[config.mk]
export PLATFORM = sky130hd
export DESIGN_NAME = cfg_bitrom
export DESIGN_NICKNAME = d
export VERILOG_FILES = /design/src/rtl/cfgrom_pkg.sv /design/src/rtl/cfgrom_ctl.sv /design/src/rtl/cfgrom_addr_ctr.sv /design/src/rtl/cfgrom_array.sv /design/src/rtl/cfgrom_outreg.sv /design/src/rtl/cfg_bitrom.sv
export SDC_FILE = /design/constraint.sdc
export NUM_CORES = 1
export LEC_CHECK = 0
export CAP_MARGIN = 10
export CORE_MARGIN = 1.5
export CORE_UTILIZATION = 35
export CTS_CLUSTER_SIZE = 30
export DETAILED_ROUTE_END_ITERATION = 10
export DONT_BUFFER_PORTS = 1
export SKIP_CTS_REPAIR_TIMING = 1
export SLEW_MARGIN = 0
export SYNTH_ARGS = -nofsm -noshare
export SYNTH_HDL_FRONTEND = slang
export SYNTH_SLANG_ARGS = --single-unit
[constraint.sdc]
create_clock -name clk -period 1.75 [get_ports clk]
set_clock_uncertainty 0.05 [all_clocks]
set_input_delay 0.35 -clock clk [delete_from_list [all_inputs] [get_ports clk]]
set_output_delay 0.35 -clock clk [all_outputs]
set_load 0.02 [all_outputs]
[src/rtl/cfgrom_pkg.sv]
package cfgrom_pkg;

  // Decoded control pins, one bundle shared by counter and output stage
  typedef struct packed {
    logic pin_reset;  // reset/output-enable pin at its reset level
    logic chip_on;    // chip enable asserted
  } ctl_t;

  // Stored content: parity of the address bits selected by the key
  function automatic logic pattern_bit(input int unsigned a, input int unsigned key);
    return ^(a & key);
  endfunction

endpackage

[src/rtl/cfgrom_ctl.sv]
module cfgrom_ctl
  import cfgrom_pkg::*;
#(
  parameter bit RST_ACTIVE_HIGH = 1'b1
) (
  input  logic chip_en_n,
  input  logic rst_oe,
  output ctl_t ctl
);

  logic hit;

  generate
    if (RST_ACTIVE_HIGH) begin : g_high
      assign hit = rst_oe;
    end else begin : g_low
      assign hit = ~rst_oe;
    end
  endgenerate

  assign ctl.pin_reset = hit;
  assign ctl.chip_on   = ~chip_en_n;

endmodule

[src/rtl/cfgrom_addr_ctr.sv]
module cfgrom_addr_ctr
  import cfgrom_pkg::*;
#(
  parameter int ADDR_W = 6,
  parameter int TC     = 63
) (
  input  logic              clk,
  input  logic              rst,
  input  ctl_t              ctl,
  output logic [ADDR_W-1:0] addr_q
);

  localparam logic [ADDR_W-1:0] TC_A = ADDR_W'(TC);

  logic at_end;
  assign at_end = (addr_q == TC_A);

  always_ff @(posedge clk) begin
    if (rst || ctl.pin_reset) begin
      addr_q <= '0;
    end else if (ctl.chip_on && !at_end) begin
      addr_q <= addr_q + 1'b1;
    end
  end

endmodule

[src/rtl/cfgrom_array.sv]
module cfgrom_array
  import cfgrom_pkg::*;
#(
  parameter int          DEPTH  = 64,
  parameter int          ADDR_W = 6,
  parameter int unsigned KEY    = 32'h2D
) (
  input  logic              clk,
  input  logic [ADDR_W-1:0] addr,
  output logic              rd_q
);

  logic mem [DEPTH];

  initial begin
    for (int i = 0; i < DEPTH; i++) begin
      mem[i] = pattern_bit(unsigned'(i), KEY);
    end
  end

  // Registered read, no reset, so a block RAM can hold the array
  always_ff @(posedge clk) begin
    rd_q <= mem[addr];
  end

endmodule

[src/rtl/cfgrom_outreg.sv]
module cfgrom_outreg
  import cfgrom_pkg::*;
(
  input  logic clk,
  input  logic rst,
  input  ctl_t ctl,
  input  logic rd_q,
  output logic dout,
  output logic dout_en,
  output logic standby
);

  logic drive_q;
  logic stby_q;

  always_ff @(posedge clk) begin
    if (rst) begin
      drive_q <= 1'b0;
      stby_q  <= 1'b1;
    end else begin
      drive_q <= ctl.chip_on && !ctl.pin_reset;
      stby_q  <= !ctl.chip_on;
    end
  end

  assign dout    = rd_q & drive_q;
  assign dout_en = drive_q;
  assign standby = stby_q;

endmodule

[src/rtl/cfg_bitrom.sv]
module cfg_bitrom
  import cfgrom_pkg::*;
#(
  parameter int          DEPTH           = 64,
  parameter int          TC              = DEPTH - 1,
  parameter int unsigned KEY             = 32'h2D,
  parameter bit          RST_ACTIVE_HIGH = 1'b1
) (
  input  logic clk,
  input  logic rst,
  input  logic chip_en_n,
  input  logic rst_oe,
  output logic dout,
  output logic dout_en,
  output logic standby
);

  localparam int ADDR_W = $clog2(DEPTH);

  ctl_t              ctl;
  logic [ADDR_W-1:0] addr_q;
  logic              rd_q;

  cfgrom_ctl #(
    .RST_ACTIVE_HIGH(RST_ACTIVE_HIGH)
  ) u_ctl (
    .chip_en_n(chip_en_n),
    .rst_oe   (rst_oe),
    .ctl      (ctl)
  );

  cfgrom_addr_ctr #(
    .ADDR_W(ADDR_W),
    .TC    (TC)
  ) u_ctr (
    .clk   (clk),
    .rst   (rst),
    .ctl   (ctl),
    .addr_q(addr_q)
  );

  cfgrom_array #(
    .DEPTH (DEPTH),
    .ADDR_W(ADDR_W),
    .KEY   (KEY)
  ) u_rom (
    .clk (clk),
    .addr(addr_q),
    .rd_q(rd_q)
  );

  cfgrom_outreg u_out (
    .clk    (clk),
    .rst    (rst),
    .ctl    (ctl),
    .rd_q   (rd_q),
    .dout   (dout),
    .dout_en(dout_en),
    .standby(standby)
  );

endmodule

==> impl_metrics.json <==
{
  "run_status": "finished, final reports clean",
  "seqPwrFrac_pct": 52.8,
  "crit_fanout": 4,
  "crit_start_category": "register",
  "clk-insertion-delay-late_ns": 0.26,
  "pre_cts_slack_ns": 0.2666,
  "timing.critical_path.cells": "ha_1 -> nand4_2 -> mux2_2 -> a311o_1",
  "routed_wl_um": 865,
  "floorplan.rows": 13,
  "htree_levels": 1,
  "nFillCells": 125,
  "slowest_stage": "sky130_fd_sc_hd__mux2_2",
  "max-vdd-ir-drop_mv": 0.2712,
  "finish.utilization_pct": 40.21,
  "totalNegativeSetupSlack_ns": 0,
  "mappedNetlistArea_um2": 474.2,
  "synth_compound_gate_area_share_pct": 17.41,
  "global_route_wire_length_before_repair_mm": 1.373,
  "power_per_cell_area_mw_per_mm2": 801.8,
  "yosys.area.top_type": "sky130_fd_sc_hd__dfxtp_1",
  "yosys.cell_types.count": 26,
  "share_of_the_clock_period_used_by_the_worst_path_pct": 85.92,
  "area_share_of_the_leading_cell_type_in_the_synthesized_netlist_pct": 37.99,
  "grt_start_max_net_pins": 12,
  "regToRegStartpoint": "u_ctr.addr_q[0]",
  "total_power_uw": 414.3,
  "die-area_mm2": 0.001585,
  "setup.worst_path.start": "u_ctr.addr_q[0]",
  "first_global_vias": 307,
  "core-area_mm2": 0.001285,
  "r2r.worst_path.cells": 4,
  "hpwlAfterDp_um": 592.3,
  "hold_class": "in -> reg",
  "per_cell_via_count_in_the_routed_design": 5.769,
  "cts_sinks": 9,
  "netlist_top_cells_area": "sky130_fd_sc_hd__dfxtp_1 38%, sky130_fd_sc_hd__and4bb_2 5.3%, sky130_fd_sc_hd__mux2_2 4.7%",
  "synth_adder_area_share_pct": 2.639,
  "hold_endpoint": "u_out.dout_en",
  "synth_edf_count": 0,
  "remaining_drc_errors": 0,
  "worst_hold_path.num_cells": 1,
  "finalCriticalPeriod_ns": 1.504,
  "cell_internal_power_uw": 319.6,
  "timing.hold.ws_ns": 0.1032,
  "die_wd_um": 39.81,
  "num_vias": 375,
  "rsz0062_at_grt": "false",
  "final_cell_area_um2": 516.7,
  "drive_gt1_share_pct": 22.00,
  "synthesis.yosys.warnings": 0,
  "synth.area.mux_share_pct": 4.749,
  "pwr-share-clk_pct": 38.5,
  "ys_dominant_reg_cell": "sky130_fd_sc_hd__dfxtp_1",
  "antenna_cells_inserted": 0,
  "starting_utilization_of_the_core_area_pct": 36.90,
  "syn_nets": 52,
  "area_delta_synth_final_pct": 8.971,
  "globalplace.congestion": 0.7460,
  "regToRegEndpoint": "u_ctr.addr_q[0]",
  "cp.required_ns": 1.85,
  "setup-violations-final": 0,
  "fmax_ghz": 0.6650,
  "synth_simple_gate_area_share_pct": 27.18,
  "share_comb_of_total_power_pct": 8.7,
  "post_synth_inst_count": 47,
  "clk_pin_slew_ns": 0.06,
  "grt_util_all_layers_pct": 13.67,
  "globalRoute.totalOverflow": 0,
  "cpPeakStageDelay_ns": 0.34,
  "multi_input_area_um2": 272.8,
  "post-place-cells": 61,
  "port_buffers": 0,
  "final_nets": 56,
  "synth_seq_area_share_pct": 37.99,
  "async_flop_share_pct": 0,
  "max-slew-margin-rel_pct": 72.80,
  "p_switching_uw": 94.74,
  "total_leakage_power_nw": 0.1945,
  "crit_path_buffers_inverters": 0,
  "final-hold-violation-count": 0,
  "boundaryPins": 7,
  "tritoncts": "done",
  "path_class": "reg -> reg",
  "cap_viol_max_count": 0,
  "reg2reg_setup_slack_ns": 0.25,
  "cts_made_buffers": 3,
  "final_max_slew_viol_count": 0,
  "final-instance-count-excl-fill": 65,
  "post_synth.cell_area_avg_um2": 10.09,
  "firstDrtPassIters": 4,
  "drt-wirelength-per-cell_um": 13.31,
  "final-seq-area_um2": 180.2,
  "chipHeight_um": 39.81,
  "grt_antenna_before_repair": 0,
  "sw_frac_of_total_pct": 22.87,
  "dominant_combinational_cell_family_by_area_after_synthesis": "simple AND/OR/NAND/NOR gates",
  "clock-root-buffer": "sky130_fd_sc_hd__clkbuf_4",
  "synth.ff_latch_count": 9,
  "finalWorstSetupSlack_ns": 0.2464,
  "end_kind": "register",
  "tightest_slew_ns": 0.4065,
  "critical_path_arrival_ns": 1.60,
  "critical-path-top-delay-family": "multiplexers",
  "fraction_of_synthesized_cell_area_in_xor_and_xnor_cells_pct": 5.541,
  "max-clock-path-buffers": 2,
  "drt_iter0_drc": 9,
  "placement.cell_area_um2": 490.5,
  "yosys.cell_count.top_type": "sky130_fd_sc_hd__dfxtp_1",
  "postRouteAntennaNets": 0,
  "hold_path.startpoint": "chip_en_n"
}
cell usage in the layout (no fill, tap or decap), types with 2 or more instances in the layout:
cell type | synthesis | routed
sky130_fd_sc_hd__a311o_1 | 2 | 2
sky130_fd_sc_hd__a31oi_1 | 2 | 2
sky130_fd_sc_hd__and2_1 | 2 | 2
sky130_fd_sc_hd__and4bb_2 | 2 | 2
sky130_fd_sc_hd__buf_4 | 1 | 2
sky130_fd_sc_hd__clkbuf_4 | 0 | 3
sky130_fd_sc_hd__dfxtp_1 | 9 | 9
sky130_fd_sc_hd__mux2_2 | 2 | 2
sky130_fd_sc_hd__nor2_1 | 2 | 2
sky130_fd_sc_hd__nor4_1 | 2 | 2
sky130_fd_sc_hd__nor4b_1 | 2 | 2
sky130_fd_sc_hd__o21ai_0 | 2 | 2
sky130_fd_sc_hd__o311ai_0 | 2 | 2
sky130_fd_sc_hd__o41ai_1 | 2 | 2
sky130_fd_sc_hd__xnor2_1 | 2 | 2
power by group through the flow:
stage / Combinational (mW) / Sequential (mW) / Clock, mW
floorplan: 0.0287 / 0.223 / 0
global placement: 0.0360 / 0.223 / 0
detailed placement: 0.0357 / 0.223 / 0
CTS: 0.0359 / 0.219 / 0.170
global route: 0.0390 / 0.220 / 0.178
finish: 0.0361 / 0.219 / 0.159
area by class of cell:
cell class              count  share of cell area [%]
multi-input cells          34                   52.78
inverters                   1                  0.7264
flip-flops and latches      9                   34.87
clock buffers               4                   5.085
repair buffers              2                   2.906
well taps                  15                   3.632
how the worst max path moves through the flow:
stage / slack [ns] / to / cells after the start
6_report: 0.25 / u_ctr.addr_q[0] / 4
5_1_grt: 0.18 / u_ctr.addr_q[5] / 3
4_1_cts: 0.25 / u_ctr.addr_q[0] / 4
3_5_place_dp: 0.27 / u_ctr.addr_q[1] / 4
3_3_place_gp: 0.26 / u_ctr.addr_q[0] / 4
2_1_floorplan: 0.29 / u_ctr.addr_q[0] / 4
cell families (layout without fill, tap and decap cells):
kind of cell	Yosys count	count (layout)
compound gates	11	11
xor+xnor	3	3
fa+ha+maj	1	1
buf+inv	4	7
flops	9	9
mux	2	2
simple gates	17	17
layer usage:
layer / up-vias / track usage (%) / wire [um] / part of all wire (%)
li1: 191 / - / - / -
met1: 176 / 17.33 / 443 / 51
met2: 8 / 18.03 / 383 / 44
met3: 0 / 8.523 / 39 / 4.5
met4: 0 / 5.172 / 0 / 0
met5: - / 0 / 0 / 0
registers in the layout, summed over array words and instances, names as in the netlist:
register       cells
u_ctr.addr_q       6
u_out.dout_en      1
u_out.standby      1
u_rom.rd_q         1
worst register-to-register path, cell delays in order (launching register included):
cell                      delay, ns
sky130_fd_sc_hd__dfxtp_1       0.32
sky130_fd_sc_hd__ha_1          0.24
sky130_fd_sc_hd__nand4_2       0.13
sky130_fd_sc_hd__mux2_2        0.34
sky130_fd_sc_hd__a311o_1       0.31
Power figures use the tool's default switching activity.
